==> config.mk <==
export PLATFORM = sky130hd
export DESIGN_NAME = gfp_div_euclid
export DESIGN_NICKNAME = d
export VERILOG_FILES = /design/src/rtl/gfp_div_pkg.sv /design/src/rtl/gfp_nr_divider.sv /design/src/rtl/gfp_mul_sub.sv /design/src/rtl/gfp_nr_reducer.sv /design/src/rtl/gfp_div_euclid.sv
export SDC_FILE = /design/constraint.sdc
export NUM_CORES = 1
export LEC_CHECK = 0
export BUFFER_PORTS_ARGS = -buffer_cell sky130_fd_sc_hd__buf_2
export CAP_MARGIN = 30
export CELL_PAD_IN_SITES_DETAIL_PLACEMENT = 1
export CELL_PAD_IN_SITES_GLOBAL_PLACEMENT = 1
export CORE_MARGIN = 2
export CORE_UTILIZATION = 45
export DETAILED_ROUTE_END_ITERATION = 12
export GPL_ROUTABILITY_DRIVEN = 1
export PLACE_DENSITY = 0.87
export SLEW_MARGIN = 20
export SYNTH_ARGS = -nofsm -noshare
export SYNTH_HDL_FRONTEND = slang
export SYNTH_SLANG_ARGS = --single-unit
==> constraint.sdc <==
create_clock -name clk -period 3.7 [get_ports clk]
set_input_delay 0.37 -clock clk [delete_from_list [all_inputs] [get_ports clk]]
set_output_delay 0.37 -clock clk [all_outputs]
set_load 0.05 [all_outputs]
==> src/rtl/gfp_div_pkg.sv <==
package gfp_div_pkg;

  // Controller states of the Euclidean loop
  typedef enum logic [2:0] {
    S_IDLE,
    S_CHECK,
    S_DIV,
    S_MUL,
    S_UPD,
    S_RED,
    S_FIN
  } gfp_state_e;

endpackage

==> src/rtl/gfp_nr_divider.sv <==
// Sequential nonrestoring integer divider: num / den, K steps.
module gfp_nr_divider #(
  parameter int K = 8
) (
  input  logic         clk,
  input  logic         rst,
  input  logic         go,
  input  logic [K-1:0] num,
  input  logic [K-1:0] den,
  output logic         fin,
  output logic [K-1:0] quo,
  output logic [K-1:0] rem
);
  localparam int PW = K + 2;
  localparam int CW = $clog2(K + 1);

  logic [PW-1:0] pr;
  logic [K-1:0]  qr;
  logic [K-1:0]  dn;
  logic [CW-1:0] cnt;
  logic          run;
  logic [PW-1:0] sh;
  logic [PW-1:0] nx;

  // Partial remainder shifted with next dividend bit, then add or subtract
  always_comb begin
    sh = {pr[PW-2:0], qr[K-1]};
    nx = pr[PW-1] ? (sh + {2'b00, dn}) : (sh - {2'b00, dn});
  end

  always_ff @(posedge clk) begin
    if (rst) begin
      pr  <= '0;
      qr  <= '0;
      dn  <= '0;
      cnt <= '0;
      run <= 1'b0;
      fin <= 1'b0;
    end else begin
      fin <= 1'b0;
      if (go) begin
        pr  <= '0;
        qr  <= num;
        dn  <= den;
        cnt <= '0;
        run <= 1'b1;
      end else if (run) begin
        pr  <= nx;
        qr  <= {qr[K-2:0], ~nx[PW-1]};
        cnt <= cnt + 1'b1;
        if (cnt == CW'(K - 1)) begin
          run <= 1'b0;
          fin <= 1'b1;
        end
      end
    end
  end

  assign quo = qr;
  // Final correction of a negative partial remainder
  assign rem = pr[PW-1] ? (pr[K-1:0] + dn) : pr[K-1:0];

endmodule

==> src/rtl/gfp_mul_sub.sv <==
// Sequential acc = c - q*d, one multiplier bit per step, K steps.
module gfp_mul_sub #(
  parameter int K = 8,
  parameter int W = 18
) (
  input  logic         clk,
  input  logic         rst,
  input  logic         go,
  input  logic [K-1:0] q,
  input  logic [W-1:0] c,
  input  logic [W-1:0] d,
  output logic         fin,
  output logic [W-1:0] res
);
  localparam int CW = $clog2(K + 1);

  logic [W-1:0]  acc;
  logic [W-1:0]  md;
  logic [K-1:0]  qs;
  logic [CW-1:0] cnt;
  logic          run;

  always_ff @(posedge clk) begin
    if (rst) begin
      acc <= '0;
      md  <= '0;
      qs  <= '0;
      cnt <= '0;
      run <= 1'b0;
      fin <= 1'b0;
    end else begin
      fin <= 1'b0;
      if (go) begin
        acc <= c;
        md  <= d;
        qs  <= q;
        cnt <= '0;
        run <= 1'b1;
      end else if (run) begin
        if (qs[0]) acc <= acc - md;
        md  <= md << 1;
        qs  <= qs >> 1;
        cnt <= cnt + 1'b1;
        if (cnt == CW'(K - 1)) begin
          run <= 1'b0;
          fin <= 1'b1;
        end
      end
    end
  end

  assign res = acc;

endmodule

==> src/rtl/gfp_nr_reducer.sv <==
// Sequential nonrestoring reduction of a signed W-bit value modulo P.
module gfp_nr_reducer #(
  parameter int K = 8,
  parameter int P = 239,
  parameter int W = 18
) (
  input  logic         clk,
  input  logic         rst,
  input  logic         go,
  input  logic [W-1:0] v,
  output logic         fin,
  output logic [K-1:0] zr
);
  localparam int CW = $clog2(K + 1);
  localparam logic [W-1:0] PW_P  = W'(P);
  localparam logic [W-1:0] P_TOP = PW_P << K;
  localparam logic [K-1:0] PK    = K'(P);

  logic [W-1:0]  rm;
  logic [W-1:0]  ps;
  logic [W-1:0]  mag;
  logic [CW-1:0] cnt;
  logic          run;
  logic          neg;
  logic [K-1:0]  pos;

  assign mag = v[W-1] ? (~v + 1'b1) : v;

  always_ff @(posedge clk) begin
    if (rst) begin
      rm  <= '0;
      ps  <= '0;
      cnt <= '0;
      run <= 1'b0;
      neg <= 1'b0;
      fin <= 1'b0;
    end else begin
      fin <= 1'b0;
      if (go) begin
        neg <= v[W-1];
        rm  <= mag - P_TOP;
        ps  <= P_TOP >> 1;
        cnt <= '0;
        run <= 1'b1;
      end else if (run) begin
        rm  <= rm[W-1] ? (rm + ps) : (rm - ps);
        ps  <= ps >> 1;
        cnt <= cnt + 1'b1;
        if (cnt == CW'(K - 1)) begin
          run <= 1'b0;
          fin <= 1'b1;
        end
      end
    end
  end

  // Remainder of the magnitude, then fold the sign back in
  assign pos = rm[K-1:0] + (rm[W-1] ? PK : '0);
  assign zr  = (neg && (pos != '0)) ? (PK - pos) : pos;

endmodule

==> src/rtl/gfp_div_euclid.sv <==
module gfp_div_euclid
  import gfp_div_pkg::*;
#(
  parameter int K = 8,
  parameter int P = 239
) (
  input  logic         clk,
  input  logic         rst,
  input  logic         start,
  input  logic [K-1:0] x,
  input  logic [K-1:0] y,
  output logic [K-1:0] z,
  output logic         done
);
  // Signed cofactor width with headroom for q*d partial sums
  localparam int W = 2 * K + 2;

  gfp_state_e   st;
  logic [K-1:0] a_q, b_q;
  logic [W-1:0] c_q, d_q;
  logic         b_one;

  logic         div_go, div_fin;
  logic [K-1:0] div_quo, div_rem;
  logic         ms_go, ms_fin;
  logic [W-1:0] ms_res;
  logic         red_go, red_fin;
  logic [K-1:0] red_z;

  assign b_one  = (b_q == K'(1));
  assign div_go = (st == S_CHECK) && !b_one;
  assign red_go = (st == S_CHECK) && b_one;
  assign ms_go  = (st == S_DIV) && div_fin;

  gfp_nr_divider #(.K(K)) u_div (
    .clk (clk),
    .rst (rst),
    .go  (div_go),
    .num (a_q),
    .den (b_q),
    .fin (div_fin),
    .quo (div_quo),
    .rem (div_rem)
  );

  gfp_mul_sub #(.K(K), .W(W)) u_ms (
    .clk (clk),
    .rst (rst),
    .go  (ms_go),
    .q   (div_quo),
    .c   (c_q),
    .d   (d_q),
    .fin (ms_fin),
    .res (ms_res)
  );

  gfp_nr_reducer #(.K(K), .P(P), .W(W)) u_red (
    .clk (clk),
    .rst (rst),
    .go  (red_go),
    .v   (d_q),
    .fin (red_fin),
    .zr  (red_z)
  );

  always_ff @(posedge clk) begin
    if (rst) begin
      st   <= S_IDLE;
      a_q  <= '0;
      b_q  <= '0;
      c_q  <= '0;
      d_q  <= '0;
      z    <= '0;
      done <= 1'b0;
    end else begin
      done <= 1'b0;
      case (st)
        S_IDLE: begin
          if (start) begin
            a_q <= K'(P);
            b_q <= y;
            c_q <= '0;
            d_q <= {{(W-K){1'b0}}, x};
            st  <= S_CHECK;
          end
        end
        S_CHECK: st <= b_one ? S_RED : S_DIV;
        S_DIV:   if (div_fin) st <= S_MUL;
        S_MUL:   if (ms_fin) st <= S_UPD;
        S_UPD: begin
          a_q <= b_q;
          b_q <= div_rem;
          c_q <= d_q;
          d_q <= ms_res;
          st  <= S_CHECK;
        end
        S_RED: begin
          if (red_fin) begin
            z    <= red_z;
            done <= 1'b1;
            st   <= S_FIN;
          end
        end
        S_FIN:   st <= S_IDLE;
        default: st <= S_IDLE;
      endcase
    end
  end

endmodule

# Word level (Yosys, flattened, before mapping)
# Cells that the tools add are included.
# W data, S select, Z words.
dict set report op_classes {
  eq_ne 13
  reduce_logical 23
  muxes 46
  n_bitwise 6
  add_sub_neg 13
}
# cell count
set op_table {}
lappend op_table {{$mux W18} 11}
lappend op_table {{$mux W8} 9}
lappend op_table {{$pmux W18 S2} 2}
lappend op_table {{$pmux W8 S2} 2}
lappend op_table {{$mux W15} 2}
lappend op_table {{$add A18 B1 Y18 const B} 1}
lappend op_table {{$add A18 B15 Y18} 1}
lappend op_table {{$not A18 Y18} 1}
lappend op_table {{$pmux W3 S6} 1}
lappend op_table {{$sub A18 B15 Y18} 1}
lappend op_table {{$sub A18 B16 Y18 const B} 1}
lappend op_table {{$sub A18 B18 Y18} 1}
lappend op_table {{$add A8 B8 Y8} 2}
lappend op_table {{$mux W3} 5}
lappend op_table {{$mux W1} 13}
lappend op_table {{$add A4 B1 Y4 const B} 3}
lappend op_table {{$eq A4 B3 Y1 const B} 3}
lappend op_table {{$add A10 B8 Y10} 1}
lappend op_table {{$mux W10} 1}
lappend op_table {{$reduce_bool A2 Y1} 5}
lappend op_table {{$sub A10 B8 Y10} 1}
lappend op_table {{$reduce_or A3 Y1} 3}
lappend op_table {{$eq A8 B1 Y1 const B} 1}
lappend op_table {{$reduce_bool A8 Y1} 1}
lappend op_table {{other kinds (13)} 29}
dict set report word_totals {
  word_cells 127
  output_inout_bits 9
  ff_bits 186
  input_bits 19
}

# Longest topological paths before layout
# Gate-level depths: netlist (run 1).
dict set report depth {
  depth_word 5
  depth_mapped 15
  ltp_nobuf 15
}

# Cells and area by module
# Synthesis (run 1) repeated with hierarchy kept, for this count alone.
dict set report unflattened {
  cells_unflattened 1373
  area_unflattened_um2 11334.6
}
# mod n_inst seq_area_each_um2 area_per_inst_um2 cells_per_inst
set modules_own_cells {}
lappend modules_own_cells {gfp_nr_reducer 1 800.8 3776.1 468}
lappend modules_own_cells {gfp_mul_sub 1 1001.0 3001.6 383}
lappend modules_own_cells {gfp_div_euclid 1 1281.2 2421.1 272}
lappend modules_own_cells {gfp_nr_divider 1 640.6 2135.8 250}

# Worst setup path before layout (run 1)
# No wires, ideal clock.
dict set report synth_timing {
  path_type {reg-to-reg}
  from {reg u_div.pr[9]}
  to {reg u_div.qr[0] (netlist: u_div.quo[0])}
  arrival_time_ns 3.299
  slack_ns 0.309
  required_time_ns 3.608
  setup_ns 0.092
  path_buffers 2
  stages_incl_launch_ff 13
  synth_period_minus_slack_ns 3.391
  path_cell_list {dfxtp_1 -> clkbuf_1 -> buf_1 -> mux2_2 -> ha_1 -> a21o_1 -> a21o_1 -> a2111oi_1 -> nor4b_1 -> a2111oi_1 -> xnor2_1 -> nor2_1 -> nor4_1}
}
dict set report synth_between {
  elab_chain_len 4
}
# element line_no
set synth_lines {}
lappend synth_lines {{start, declared} gfp_nr_divider.sv:17} ;# logic [PW-1:0] pr;
lappend synth_lines {{start signal, assigned} gfp_nr_divider.sv:48} ;# pr <= nx;
lappend synth_lines {{$mux W10} gfp_nr_divider.sv:28} ;# nx = pr[PW-1] ? (sh + {2'b00, dn}) : (sh - {2'b00, dn});
lappend synth_lines {{$not A1 Y1} gfp_nr_divider.sv:49} ;# qr <= {qr[K-2:0], ~nx[PW-1]};
lappend synth_lines {{$mux W8} gfp_nr_divider.sv:47} ;# end else if (run) begin
lappend synth_lines {{$mux W8} gfp_nr_divider.sv:41} ;# if (go) begin
lappend synth_lines {{end signal, assigned} gfp_nr_divider.sv:43} ;# qr <= num;
lappend synth_lines {{end signal, assigned} gfp_nr_divider.sv:49}
lappend synth_lines {{end, declared} gfp_nr_divider.sv:18} ;# logic [K-1:0] qr;
# No other way between the ends. The select of a mux whose other input is x is not followed.
# A chain may end at the register's enable or synchronous reset.

# Worst setup path after layout (run 1)
dict set report layout_timing {
  from {reg u_red.ps[2]}
  to {reg u_red.rm[16]}
}
dict set report layout_between {
  elab_chain_len 4
  word_cells_on_any_way 5
  cone_classes {add/sub: 2; mux: 3}
}
# element line_no
set layout_lines {}
lappend layout_lines {{start, declared} gfp_nr_reducer.sv:20} ;# logic [W-1:0] ps;
lappend layout_lines {{start signal, assigned} gfp_nr_reducer.sv:42} ;# ps <= P_TOP >> 1;
lappend layout_lines {{start signal, assigned} gfp_nr_reducer.sv:47} ;# ps <= ps >> 1;
lappend layout_lines {{$sub A18 B15 Y18 or $add A18 B15 Y18 (tied branches)} gfp_nr_reducer.sv:46} ;# rm <= rm[W-1] ? (rm + ps) : (rm - ps);
lappend layout_lines {{$mux W18 (*)} gfp_nr_reducer.sv:46}
lappend layout_lines {{$mux W18 (*)} gfp_nr_reducer.sv:45} ;# end else if (run) begin
lappend layout_lines {{$mux W18 (*)} gfp_nr_reducer.sv:39} ;# if (go) begin
lappend layout_lines {{end signal, assigned} gfp_nr_reducer.sv:41} ;# rm <= mag - P_TOP;
lappend layout_lines {{end signal, assigned} gfp_nr_reducer.sv:46}
lappend layout_lines {{end, declared} gfp_nr_reducer.sv:19} ;# logic [W-1:0] rm;
# Every way passes the cells marked *; elsewhere a longest branch is shown, timed or not. The select of a mux whose other input is x is not followed.

==> impl_summary.txt, run 1 <==
----------------------------------------------------
[Status]
  Status ... complete, no violations

[Finish]
  Layout filler cell count ... 2885
  Final Core Density ... 0.498
  Count of antenna diodes in the layout ... 0
  Commonest non-fill, non-tap cells in the layout ... sky130_fd_sc_hd__nor2_1 (184), sky130_fd_sc_hd__dfxtp_1 (184), sky130_fd_sc_hd__a21oi_1 (105)
  Syn-to-layout area delta ... 9.13%
  Layout cell share with drive strength beyond 1 ... 0.0860
  Fin nets ... 1390

[Global route]
  Number of global-route vias before repair ... 10100
  Remaining global-route overflow ... 0
  Total Routing Usage GR ... 0.246
  Maximum number of pins on one net before global-route repair ... 61
  Number of antenna violations at the first check in global routing ... 0
  First-pass GRT wire length ... 51900 um

[Worst setup path]
  Worst Path Required ... 4.06 ns
  Category of the worst setup path capture point ... flop
  Kind of critical path ... reg -> reg
  Arrival time of the worst setup path ... 3.83 ns
  Launching element type of the critical path ... flop
  Maximum fanout along the worst path ... 5
  Reg2reg path depth ... 15

[Routing]
  First-pass iteration count of the detailed router ... 5
  Overall routed net length ... 31400 um
  Post-DR wirelength/cell ... 19.2 um
  Initial detailed-routing violation count ... 586
  Drt via density ... 5.96
  Vias after detailed routing ... 9760
  Number of design rule violations left after detail routing ... 0
  DRT antenna net count ... 0

[Place]
  Number of buffers inserted by port buffering ... 27
  DPL Wire Length ... 21700 um
  Setup slack after placement ... 0.00419 ns
  Final estimated routing congestion in global placement ... 0.832

[Floorplanning]
  Area of the core ... 24200 sq um
  Die Height ... 161 um
  Area of the die ... 25800 sq um
  IO Count ... 28
  Floorplan die width ... 161 um
  Effective utilization at floorplan ... 0.456
  Standard-cell row count ... 57

[Clock network]
  Clock transition at the registers of the reported paths ... 0.08 ns
  Number of setup buffers added after CTS ... 0
  H-Tree Depth ... 4
  Root Buffer ... sky130_fd_sc_hd__clkbuf_16
  Total of hold buffers inserted after clock tree synthesis ... 0
  TritonCTS clock tree ... done
  Number of buffers between clock root and the deepest sink ... 2
  Clk Latency, worst-skew pair ... 0.45 ns
  Cts repair resizes ... 1
  Cts bufs inserted ... 17
  Sinks on Clock Net ... 186

[Timing]
  Final worst-path setup slack ... 0.234 ns
  Crit share post-route ... 0.937
  Clock period minus final worst setup slack ... 3.47 ns
  Final max-slew violation count ... 0
  Number of setup violations in the final report ... 0
  Final total negative setup slack ... 0 ns
  Hold violation total from the final report ... 0
  Worst-case headroom to the max-slew limit ... 0.435
  Worst Clk Skew ... 0.0177 ns
  Unrepaired setup endpoints after global routing ... yes
  Hold WS ... 0.272 ns
  Slew @ Worst Pin ... 0.846 ns
  Maximum frequency from static timing analysis ... 289 MHz

[Hold path]
  Number of cells on the worst hold path ... 3
  Worst hold path class ... in -> reg

[Power and ir drop]
  Pleak ... 4.64 nW
  Worst vdd rail ir drop ... 0.000252 V
  Total power density per cell area ... 376 nW/um^2
  Share of power burned in combinational logic ... 0.113
  Clock network fraction of total power ... 0.414
  Sequential share of power ... 0.473
  Switching Power ... 0.00134 W
  Power Internal ... 0.00318 W
  Switching share of power ... 0.297

[Yosys]
  Number of distinct library cells after synthesis ... 77
  Share of the yosys chip area belonging to registers ... 0.338
  Share of flip-flops with an asynchronous set or reset ... 0
  Yosys warning count ... 0
  Number of synthesized register bits ... 186
  Cell area after synthesis ... 11000 sq um
  Number of flops mapped to enable cells by yosys ... 0
  Post-synth top flop ... sky130_fd_sc_hd__dfxtp_1
  Synthesized netlist net count ... 1413
  Number of instances in the synthesized netlist ... 1324
  Synthesized area per cell ... 8.33 sq um

[Job]
  Max-capacitance violation count ... 0

----------------------------------------------------
[sequential cells by signal, indices dropped and copies added (netlist names), 3 cells and up]
register,flops
u_div.dn,8
d_q,18
u_red.ps,15
u_div.cnt,4
u_ms.cnt,4
st,3
b_q,8
u_div.pr,10
c_q,18
u_ms.md,18
u_ms.res,18
u_div.quo,8
u_red.cnt,4
u_ms.qs,8
z,8
a_q,8
u_red.rm,18
[synth_stat cells (4+ instances only)]
cell | instances | area, sq um
sky130_fd_sc_hd__inv_1 | 49 | 184
sky130_fd_sc_hd__a311oi_1 | 10 | 87.6
sky130_fd_sc_hd__o21a_1 | 7 | 52.6
sky130_fd_sc_hd__nor4b_1 | 6 | 52.6
sky130_fd_sc_hd__ha_1 | 65 | 813
sky130_fd_sc_hd__o21ai_0 | 36 | 180
sky130_fd_sc_hd__nor2b_1 | 10 | 62.6
sky130_fd_sc_hd__and3_1 | 11 | 68.8
sky130_fd_sc_hd__and2_1 | 6 | 37.5
sky130_fd_sc_hd__xor2_1 | 47 | 412
sky130_fd_sc_hd__nand3_1 | 21 | 105
sky130_fd_sc_hd__nor2_1 | 186 | 698
sky130_fd_sc_hd__nor3_1 | 20 | 100
sky130_fd_sc_hd__nor4_1 | 7 | 43.8
sky130_fd_sc_hd__nand2_1 | 98 | 368
sky130_fd_sc_hd__nand4_1 | 6 | 37.5
sky130_fd_sc_hd__a31oi_1 | 9 | 56.3
sky130_fd_sc_hd__o211ai_1 | 12 | 90.1
sky130_fd_sc_hd__dfxtp_1 | 186 | 3720
sky130_fd_sc_hd__o31ai_1 | 5 | 37.5
sky130_fd_sc_hd__mux2i_1 | 66 | 661
sky130_fd_sc_hd__fa_1 | 5 | 100
sky130_fd_sc_hd__nand3b_1 | 7 | 52.6
sky130_fd_sc_hd__or3_1 | 10 | 62.6
sky130_fd_sc_hd__mux2_2 | 6 | 67.6
sky130_fd_sc_hd__a21o_1 | 9 | 67.6
sky130_fd_sc_hd__xnor2_1 | 48 | 420
sky130_fd_sc_hd__o22ai_1 | 11 | 68.8
sky130_fd_sc_hd__a21oi_1 | 105 | 526
sky130_fd_sc_hd__buf_1 | 7 | 26.3
sky130_fd_sc_hd__nand2b_1 | 15 | 93.8
sky130_fd_sc_hd__a211oi_1 | 54 | 405
sky130_fd_sc_hd__a221oi_1 | 4 | 35.0
sky130_fd_sc_hd__clkbuf_1 | 72 | 270
sky130_fd_sc_hd__o221ai_1 | 12 | 105
sky130_fd_sc_hd__a22oi_1 | 31 | 233
sky130_fd_sc_hd__nor3b_1 | 4 | 30.0
sky130_fd_sc_hd__buf_2 | 4 | 20.0
[final timing paths]
check | start | end | slack [ns]
worst max-delay path | u_red.ps[2] | u_red.rm[16] | 0.23
worst min-delay path | y[1] | b_q[1] | 0.27
worst min register to register | z[5] | z[5] | 0.45
worst max register to register | u_red.ps[2] | u_red.rm[16] | 0.23
[routing by layer]
layer,global-route usage,vias up,part of all wire
met1,0.297,4817,0.44
li1,-,4692,-
met2,0.432,190,0.50
met5,0,-,0
met3,0.0369,61,0.033
met4,0.110,0,0.029
[worst max-delay path, cell delays in order, from the launching register on]
cell	delay (ns)
sky130_fd_sc_hd__dfxtp_1	0.37
sky130_fd_sc_hd__nor2_2	0.19
sky130_fd_sc_hd__nor4b_4	0.25
sky130_fd_sc_hd__nor3b_4	0.27
sky130_fd_sc_hd__and3b_1	0.26
sky130_fd_sc_hd__a21oi_1	0.10
sky130_fd_sc_hd__xor2_1	0.15
sky130_fd_sc_hd__ha_1	0.39
sky130_fd_sc_hd__nand2_1	0.11
sky130_fd_sc_hd__o211ai_1	0.20
sky130_fd_sc_hd__a21o_1	0.14
sky130_fd_sc_hd__a21oi_1	0.10
sky130_fd_sc_hd__a311oi_1	0.33
sky130_fd_sc_hd__xor2_1	0.18
sky130_fd_sc_hd__nand2_1	0.08
sky130_fd_sc_hd__a221oi_2	0.25
[power by group through the flow]
stage	combinational (W)	clock, W	sequential (W)
5_1_grt	0.000560	0.00199	0.00215
3_3_place_gp	0.000474	0	0.00218
2_1_floorplan	0.000398	0	0.00213
4_1_cts	0.000505	0.00191	0.00214
3_5_place_dp	0.000498	0	0.00219
6_report	0.000510	0.00187	0.00214
[cells by family after synthesis]
family,count (synthesis),share of synthesized area
flip-flops,186,0.338
AND/OR/NAND/NOR,427,0.180
XOR/XNOR,95,0.0755
AO/OA/AOI/OAI,339,0.208
buffers and inverters,135,0.0489
multiplexers,72,0.0661
adder cells (fa/ha/maj),70,0.0829
[area by class of cell]
cell class	instances	area, sq um	share of cell area
multi-input cells	1003	6830	0.568
flip-flops and latches	186	3730	0.310
clock buffers	18	439	0.0365
well taps	324	405	0.0337
repair buffers	44	278	0.0231
inverters	49	184	0.0153
clock inverters	14	166	0.0138
[per-stage QoR]
| step | total power (W) | cell area, sq um | instances |
|---|---|---|---|
| after global placement | 0.00266 | 11400 | 1606 |
| after global routing | 0.00470 | 12000 | 1638 |
| after floorplan | 0.00253 | 11000 | 1324 |
| after CTS | 0.00455 | 12000 | 1638 |
| final | 0.00452 | 12000 | 1638 |
| after detailed placement | 0.00268 | 11400 | 1606 |
No activity file was read; power rests on OpenSTA's default activity.
==> inputs of run 2 (changes only) <==
--- a/config.mk
+++ b/config.mk
@@ -5,6 +5,7 @@
 export SDC_FILE = /design/constraint.sdc
 export NUM_CORES = 1
 export LEC_CHECK = 0
+export ABC_AREA = 1
 export BUFFER_PORTS_ARGS = -buffer_cell sky130_fd_sc_hd__buf_2
 export CAP_MARGIN = 30
 export CELL_PAD_IN_SITES_DETAIL_PLACEMENT = 1
@@ -13,7 +14,7 @@
 export CORE_UTILIZATION = 45
 export DETAILED_ROUTE_END_ITERATION = 12
 export GPL_ROUTABILITY_DRIVEN = 1
-export PLACE_DENSITY = 0.87
+export PLACE_DENSITY = 0.89
 export SLEW_MARGIN = 20
 export SYNTH_ARGS = -nofsm -noshare
 export SYNTH_HDL_FRONTEND = slang
==> run 2 against run 1 <==
Net effect:
- hold slack got worse by 0.070 ns
- register-to-register slack improved by 0.15 ns
- non-clock buffer count fell by 1
- routed wire length rose by 10%
- critical path type unchanged
- area after synthesis rose by 0.86%
- via count rose by 13%
- critical path depth rose by 2
==> impl_summary.txt, run 2 <==
----------------------------------------------------
[Yosys]
  Number of flops mapped to enable cells by yosys ... 0 (unchanged)
  Post-synth top flop ... sky130_fd_sc_hd__dfxtp_1
  Number of synthesized register bits ... 186 (unchanged)
  Post-synthesis cell type with the largest combined area ... sky130_fd_sc_hd__dfxtp_1
  Most repeated cell in the gate-level netlist after synthesis ... sky130_fd_sc_hd__nand2_1
  Share of flip-flops with an asynchronous set or reset ... 0 (unchanged)
  Number of instances in the synthesized netlist ... 1577 (+19%)
  Area share of the leading cell type in the synthesized netlist ... 0.335 (-0.00289)
  Share of the yosys chip area belonging to registers ... 0.335 (-0.00289)
  Number of distinct library cells after synthesis ... 52 (-32%)
  Top cells by count, synth ... sky130_fd_sc_hd__nand2_1 (322), sky130_fd_sc_hd__dfxtp_1 (186), sky130_fd_sc_hd__a21oi_1 (166)
  Synthesized area per cell ... 7.05 sq um (-15%)
  Cell area after synthesis ... 11100 sq um (+0.86%)
  Yosys warning count ... 0 (unchanged)
  Largest cells by area after synthesis ... sky130_fd_sc_hd__dfxtp_1 (33%), sky130_fd_sc_hd__nand2_1 (11%), sky130_fd_sc_hd__a21oi_1 (7.5%)
  Synthesized netlist net count ... 1666 (+18%)

[Timing]
  Final worst-path setup slack ... 0.384 ns (+0.150 ns)
  Final max-slew violation count ... 0 (unchanged)
  Crit share post-route ... 0.896 (-0.0406)
  Final total negative setup slack ... 0 ns (unchanged)
  Worst-case headroom to the max-slew limit ... 0.411 (-0.0233)
  Hold violation total from the final report ... 0 (unchanged)
  Number of setup violations in the final report ... 0 (unchanged)
  Slew @ Worst Pin ... 0.883 ns (+0.0369 ns)
  Worst Clk Skew ... 0.0152 ns (-0.00248 ns)
  Hold WS ... 0.202 ns (-0.0699 ns)
  Maximum frequency from static timing analysis ... 302 MHz (+4.5%)
  Clock period minus final worst setup slack ... 3.32 ns (-0.150 ns)
  Unrepaired setup endpoints after global routing ... no

[Clock network]
  Number of setup buffers added after CTS ... 0 (unchanged)
  Cts bufs inserted ... 17 (unchanged)
  Clock transition at the registers of the reported paths ... 0.07 ns (about the same)
  Root Buffer ... sky130_fd_sc_hd__clkbuf_16
  Clk Latency, worst-skew pair ... 0.46 ns (about the same)
  Number of buffers between clock root and the deepest sink ... 2 (unchanged)
  Sinks on Clock Net ... 186 (unchanged)
  TritonCTS clock tree ... done
  H-Tree Depth ... 4 (unchanged)

[Worst setup path]
  Worst Path Required ... 4.09 ns (+0.03 ns)
  Kind of critical path ... reg -> reg
  Maximum fanout along the worst path ... 15 (+10)
  Arrival time of the worst setup path ... 3.71 ns (-0.12 ns)
  Category of the worst setup path capture point ... flop
  Launching element type of the critical path ... flop
  Reg2reg path depth ... 17 (+2)

[Floorplanning]
  Floorplan die width ... 161 um (+0.42%)
  Die Height ... 161 um (+0.42%)
  Area of the die ... 26000 sq um (+0.84%)
  Effective utilization at floorplan ... 0.457 (+0.00124)
  Standard-cell row count ... 57 (unchanged)
  IO Count ... 28 (unchanged)
  Area of the core ... 24300 sq um (+0.59%)

[Place]
  DPL Wire Length ... 24100 um (+11%)
  Setup slack after placement ... 0.490 ns (+0.486 ns)
  Number of buffers inserted by port buffering ... 27 (unchanged)
  Final estimated routing congestion in global placement ... 0.901 (+8.2%)
  Total placed instance area ... 11500 sq um (+1.2%)

[Routing]
  Vias after detailed routing ... 11100 (+13%)
  Post-DR wirelength/cell ... 18.1 um (-5.5%)
  Initial detailed-routing violation count ... 710 (+21%)
  First-pass iteration count of the detailed router ... 5 (unchanged)
  DRT antenna net count ... 0 (unchanged)
  Drt via density ... 5.79 (-2.8%)
  Number of design rule violations left after detail routing ... 0 (unchanged)
  Overall routed net length ... 34700 um (+10%)

[Global route]
  Fraction of met1 tracks used by global routing ... 0.342 (+0.0444)
  Maximum number of pins on one net before global-route repair ... 83 (+36%)
  Number of antenna violations at the first check in global routing ... 0 (unchanged)
  Remaining global-route overflow ... 0 (unchanged)
  Met2 demand-to-capacity share in global routing ... 0.481 (+0.0485)
  First-pass GRT wire length ... 57600 um (+11%)
  Total Routing Usage GR ... 0.273 (+0.0272)
  Number of global-route vias before repair ... 11600 (+14%)
  GR met3 Demand/Resource ... 0.0401 (+0.00313)
  Most Crowded Layer GR ... met2

[Finish]
  Fin nets ... 1662 (+20%)
  Final Core Density ... 0.499 (+0.00176)
  Syn-to-layout area delta ... 9.22% (about the same)
  Layout cell share with drive strength beyond 1 ... 0.0801 (-0.00592)
  Finished layout cell area ... 12100 sq um (+0.95%)
  Layout filler cell count ... 3186 (+10%)
  Commonest non-fill, non-tap cells in the layout ... sky130_fd_sc_hd__nand2_1 (322), sky130_fd_sc_hd__dfxtp_1 (186), sky130_fd_sc_hd__a21oi_1 (165)
  Count of antenna diodes in the layout ... 0 (unchanged)
  Most common cell after layout, fill and taps aside ... sky130_fd_sc_hd__nand2_1

[Job]
  Max-capacitance violation count ... 0 (unchanged)

[Hold path]
  Number of cells on the worst hold path ... 3 (unchanged)
  Worst hold path class ... in -> reg

[Power and ir drop]
  Pleak ... 5.18 nW (+12%)
  Total power density per cell area ... 600 nW/um^2 (+60%)
  Worst vdd rail ir drop ... 0.000581 V (+130%)

[Status]
  Status ... complete, no violations

----------------------------------------------------
-- run 2: layout make-up --
cell class              instances  area, sq um  share of cell area
repair buffers                 43          258              0.0212
clock inverters                11          170              0.0140
flip-flops and latches        186         3720               0.307
multi-input cells            1153         6480               0.534
well taps                     324          405              0.0334
inverters                     172          646              0.0532
clock buffers                  21          460              0.0379
-- run 2: layer usage --
| layer | up-vias | routed length [um] | part of all wire |
|---|---|---|---|
| li1 | 5286 | - | - |
| met1 | 5452 | 15400 | 0.44 |
| met2 | 259 | 17100 | 0.49 |
| met3 | 66 | 1450 | 0.042 |
| met4 | 0 | 765 | 0.022 |
| met5 | - | 0 | 0 |
-- run 2: per-stage QoR --
step	power [W]	cells
floorplan	0.00453	1577
global placement	0.00509	1878
detailed placement	0.00524	1878
CTS	0.00730	1910
global route	0.00779	1910
finish	0.00729	1910
-- run 2: kinds of logic after synthesis --
| kind of cell | count (synthesis) | share of synthesized area |
|---|---|---|
| flip-flops | 186 | 0.335 |
| AO/OA/AOI/OAI | 387 | 0.205 |
| adder cells (fa/ha/maj) | 70 | 0.0821 |
| AND/OR/NAND/NOR | 631 | 0.243 |
| buffers and inverters | 238 | 0.0837 |
| XOR/XNOR | 65 | 0.0519 |
-- run 2: worst paths after layout --
path,from,to,slack (ns)
max,u_red.rm[17],u_red.rm[16],0.38
min reg2reg,u_ms.md[16],u_ms.md[16],0.47
min,x[1],d_q[1],0.20
max reg2reg,u_red.rm[17],u_red.rm[16],0.38
-- run 2: worst max-delay path: stages, from the launching register on --
cell and delay (ns):
sky130_fd_sc_hd__dfxtp_1 0.68, sky130_fd_sc_hd__inv_1 0.37, sky130_fd_sc_hd__nand2_1 0.20, sky130_fd_sc_hd__o21ai_0 0.20
sky130_fd_sc_hd__fa_1 0.53, sky130_fd_sc_hd__nand3_1 0.12, sky130_fd_sc_hd__nand2_1 0.11, sky130_fd_sc_hd__nand3_1 0.10
sky130_fd_sc_hd__nand2_1 0.11, sky130_fd_sc_hd__nand3_1 0.12, sky130_fd_sc_hd__nand2_1 0.12, sky130_fd_sc_hd__nand3_1 0.14
sky130_fd_sc_hd__nand2_1 0.07, sky130_fd_sc_hd__nand2_1 0.07, sky130_fd_sc_hd__nand3_1 0.06, sky130_fd_sc_hd__nand3_1 0.10
sky130_fd_sc_hd__nand3_1 0.07, sky130_fd_sc_hd__inv_1 0.07
-- run 2: report_power, final --
group | total [W] | leakage (nW) | switching, W | internal, W
Clock | 0.00203 | 0.309 | 0.000907 | 0.00113
Combinational | 0.00273 | 3.37 | 0.00178 | 0.000949
Sequential | 0.00253 | 1.51 | 0.000291 | 0.00224
Total | 0.00729 | 5.18 | 0.00297 | 0.00431
-- run 2: repair_timing --
action,in CTS,in global routing
resized for setup,0,1
endpoints found under the setup margin,0,1
hold buffers,0,0
hold endpoints to repair,0,0
==> inputs of run 3 (changes only) <==
--- a/config.mk
+++ b/config.mk
@@ -11,10 +11,11 @@
 export CELL_PAD_IN_SITES_DETAIL_PLACEMENT = 1
 export CELL_PAD_IN_SITES_GLOBAL_PLACEMENT = 1
 export CORE_MARGIN = 2
-export CORE_UTILIZATION = 45
+export CORE_UTILIZATION = 40
 export DETAILED_ROUTE_END_ITERATION = 12
 export GPL_ROUTABILITY_DRIVEN = 1
-export PLACE_DENSITY = 0.89
+export PLACE_DENSITY = 0.82
+export SETUP_SLACK_MARGIN = 0.5
 export SLEW_MARGIN = 20
 export SYNTH_ARGS = -nofsm -noshare
 export SYNTH_HDL_FRONTEND = slang
==> run 3 against run 2 <==
Net effect:
- routed wire length shrank 1.5%
- maximum frequency rose by 8.9%
- cell area rose by 1.6%
- clock power shrank 5%
- sequential share of layout area down 0.44 points
- critical endpoint unchanged
==> impl_summary.txt, run 3 (same netlist as run 2, synthesis figures left out) <==
----------------------------------------------------
[Worst setup path]
  Cells traversed along the worst timing path ... inv_2, ha_4, nand3_4, nor3_4, nand3_2, nor3_4, nand2_2, o21ai_2, xor2_1, ha_1, buf_4, a21oi_2, nor2_1, a211oi_2, nand3_1, nand3_1, nand3_1, nand3_1, inv_1
  Arrival time of the worst setup path ... 3.39 ns (-0.32 ns)
  Most prevalent standard cell on the critical path ... sky130_fd_sc_hd__nand3_1
  Cell with the biggest individual delay on the critical path ... sky130_fd_sc_hd__dfxtp_2
  Worst Path Required ... 4.04 ns (-0.05 ns)
  Category of the worst setup path capture point ... flop
  Top cell family by delay on the critical path ... simple AND/OR/NAND/NOR gates
  Launching element type of the critical path ... flop
  Stage delay of the slowest cell on the critical path ... 0.35 ns (-0.33 ns)
  Kind of critical path ... reg -> reg
  Total buffers and inverters traversed by the critical path ... 3 (+1)
  Maximum fanout along the worst path ... 3 (-12)

[Clock network]
  Number of buffers between clock root and the deepest sink ... 2 (unchanged)
  Sinks on Clock Net ... 186 (unchanged)
  Root Buffer ... sky130_fd_sc_hd__clkbuf_16
  H-Tree Depth ... 4 (unchanged)
  Cts bufs inserted ... 17 (unchanged)
  Clk Latency, worst-skew pair ... 0.45 ns (about the same)
  Clock transition at the registers of the reported paths ... 0.08 ns (about the same)
  TritonCTS clock tree ... done

[Finish]
  Most common cell after layout, fill and taps aside ... sky130_fd_sc_hd__nand2_1
  Commonest non-fill, non-tap cells in the layout ... sky130_fd_sc_hd__nand2_1 (320), sky130_fd_sc_hd__dfxtp_1 (183), sky130_fd_sc_hd__a21oi_1 (161)
  Layout filler cell count ... 3506 (+10%)
  Layout cell share with drive strength beyond 1 ... 0.0993 (+0.0192)
  Finished layout cell area ... 12300 sq um (+1.6%)
  Multi-input gate area in the final layout ... 6590 sq um (+1.6%)
  Count of antenna diodes in the layout ... 0 (unchanged)
  Fin nets ... 1667 (+0.30%)
  Reg area ... 3730 sq um (+0.17%)
  Syn-to-layout area delta ... 11.0%

[Global route]
  Remaining global-route overflow ... 0 (unchanged)
  Number of global-route vias before repair ... 11300 (-2.4%)
  Maximum number of pins on one net before global-route repair ... 65 (-22%)
  First-pass GRT wire length ... 56100 um (-2.6%)
  Number of antenna violations at the first check in global routing ... 0 (unchanged)
  Total Routing Usage GR ... 0.239 (-0.0341)

[Timing]
  Slew @ Worst Pin ... 0.872 ns (-0.0115 ns)
  Maximum frequency from static timing analysis ... 328 MHz (+8.9%)
  Worst Clk Skew ... 0.0115 ns (-0.00373 ns)
  Unrepaired setup endpoints after global routing ... yes
  Hold violation total from the final report ... 0 (unchanged)
  Crit share post-route ... 0.823 (-0.0732)
  Final total negative setup slack ... 0 ns (unchanged)
  Number of setup violations in the final report ... 0 (unchanged)
  Worst-case headroom to the max-slew limit ... 0.415 (+0.00404)
  Final max-slew violation count ... 0 (unchanged)
  Clock period minus final worst setup slack ... 3.04 ns (-0.271 ns)

[Floorplanning]
  Die Height ... 171 um (+5.9%)
  Effective utilization at floorplan ... 0.404 (-0.0537)
  Area of the core ... 27600 sq um (+13%)
  Area of the die ... 29100 sq um (+12%)
  Floorplan die width ... 171 um (+5.9%)
  IO Count ... 28 (unchanged)
  Standard-cell row count ... 61 (+7.0%)

[Status]
  Status ... complete, no violations

[Hold path]
  Worst hold path class ... in -> reg

[Power and ir drop]
  Total power density per cell area ... 587 nW/um^2 (-2.2%)
  Pleak ... 5.23 nW (+0.90%)
  Worst vdd rail ir drop ... 0.000452 V (-22%)

[Place]
  Total placed instance area ... 11600 sq um (+0.65%)
  Final estimated routing congestion in global placement ... 0.863 (-4.2%)
  DPL Wire Length ... 24100 um (about the same)
  Number of buffers inserted by port buffering ... 27 (unchanged)

[Routing]
  Drt via density ... 5.53 (-4.6%)
  Number of design rule violations left after detail routing ... 0 (unchanged)
  Initial detailed-routing violation count ... 528 (-26%)
  Post-DR wirelength/cell ... 17.3 um (-4.4%)
  First-pass iteration count of the detailed router ... 5 (unchanged)
  Vias after detailed routing ... 10900 (-1.6%)
  Overall routed net length ... 34200 um (-1.5%)
  DRT antenna net count ... 0 (unchanged)

[Job]
  Max-capacitance violation count ... 0 (unchanged)

----------------------------------------------------
## run 3: changes by cell type in the layout (fill, tap and decap cells not counted), moves of 4 or more
cell / before / now
sky130_fd_sc_hd__a21oi_1: 165 / 161
sky130_fd_sc_hd__a21oi_2: 1 / 5
sky130_fd_sc_hd__buf_4: 17 / 22
sky130_fd_sc_hd__clkinvlp_4: 0 / 4
sky130_fd_sc_hd__inv_1: 163 / 159
sky130_fd_sc_hd__inv_6: 6 / 2
sky130_fd_sc_hd__inv_8: 1 / 6
sky130_fd_sc_hd__nor3_1: 36 / 31
## run 3: final timing paths
| kind | endpoint | cells after the start | slack, ns | start |
|---|---|---|---|---|
| setup / recovery | u_red.rm[16] | 19 | 0.66 | u_red.ps[0] |
| hold / removal | d_q[3] | 3 | 0.21 | x[3] |
| setup reg to reg | u_red.rm[16] | 19 | 0.66 | u_red.ps[0] |
| hold reg to reg | c_q[6] | 2 | 0.46 | c_q[6] |
## run 3: tightest hold or removal path, delay by kind of cell
| family | cells | cell delay [ns] |
|---|---|---|
| buffers and inverters | 1 | 0.07 |
| AO/OA/AOI/OAI | 2 | 0.18 |
## run 3: timing repair
item / 4_1_cts / 5_1_grt
gates resized for setup: 1 / 32
buffers inserted: 0 / 4
hold buffers: 0 / 0
endpoints found under the setup margin: 4 / 8
pin swaps: 0 / 9
## run 3: layout make-up
type                            count  area share
Clock inverter                     14      0.0143
Inverter                          172      0.0526
Timing Repair Buffer               48      0.0239
Clock buffer                       18      0.0348
Sequential cell                   186       0.302
Multi-Input combinational cell   1153       0.534
Tap cell                          378      0.0383
## run 3: layer usage
metal / track usage / wire, um / vias up
met4: 0.0743 / 550 / 0
li1: - / - / 5294
met1: 0.297 / 15700 / 5367
met5: 0 / 0 / -
met2: 0.429 / 17000 / 179
met3: 0.0296 / 917 / 43
## run 3: power breakdown
| group | internal, W | switching [W] |
|---|---|---|
| Clock | 0.00103 | 0.000892 |
| Combinational | 0.000973 | 0.00182 |
| Sequential | 0.00224 | 0.000289 |
## run 3: stage by stage
| stage | instances | util | setup WS [ns] | power (W) | hold WS (ns) |
|---|---|---|---|---|---|
| floorplan | 1577 | - | 0.900 | 0.00453 | 0.440 |
| global placement | 1933 | 0.420 | 0.649 | 0.00511 | 0.450 |
| detailed placement | 1933 | 0.420 | 0.455 | 0.00525 | 0.457 |
| CTS | 1965 | 0.442 | 0.531 | 0.00719 | 0.198 |
| global route | 1969 | 0.448 | 0.379 | 0.00775 | 0.233 |
| finish | 1969 | 0.448 | 0.655 | 0.00724 | 0.209 |
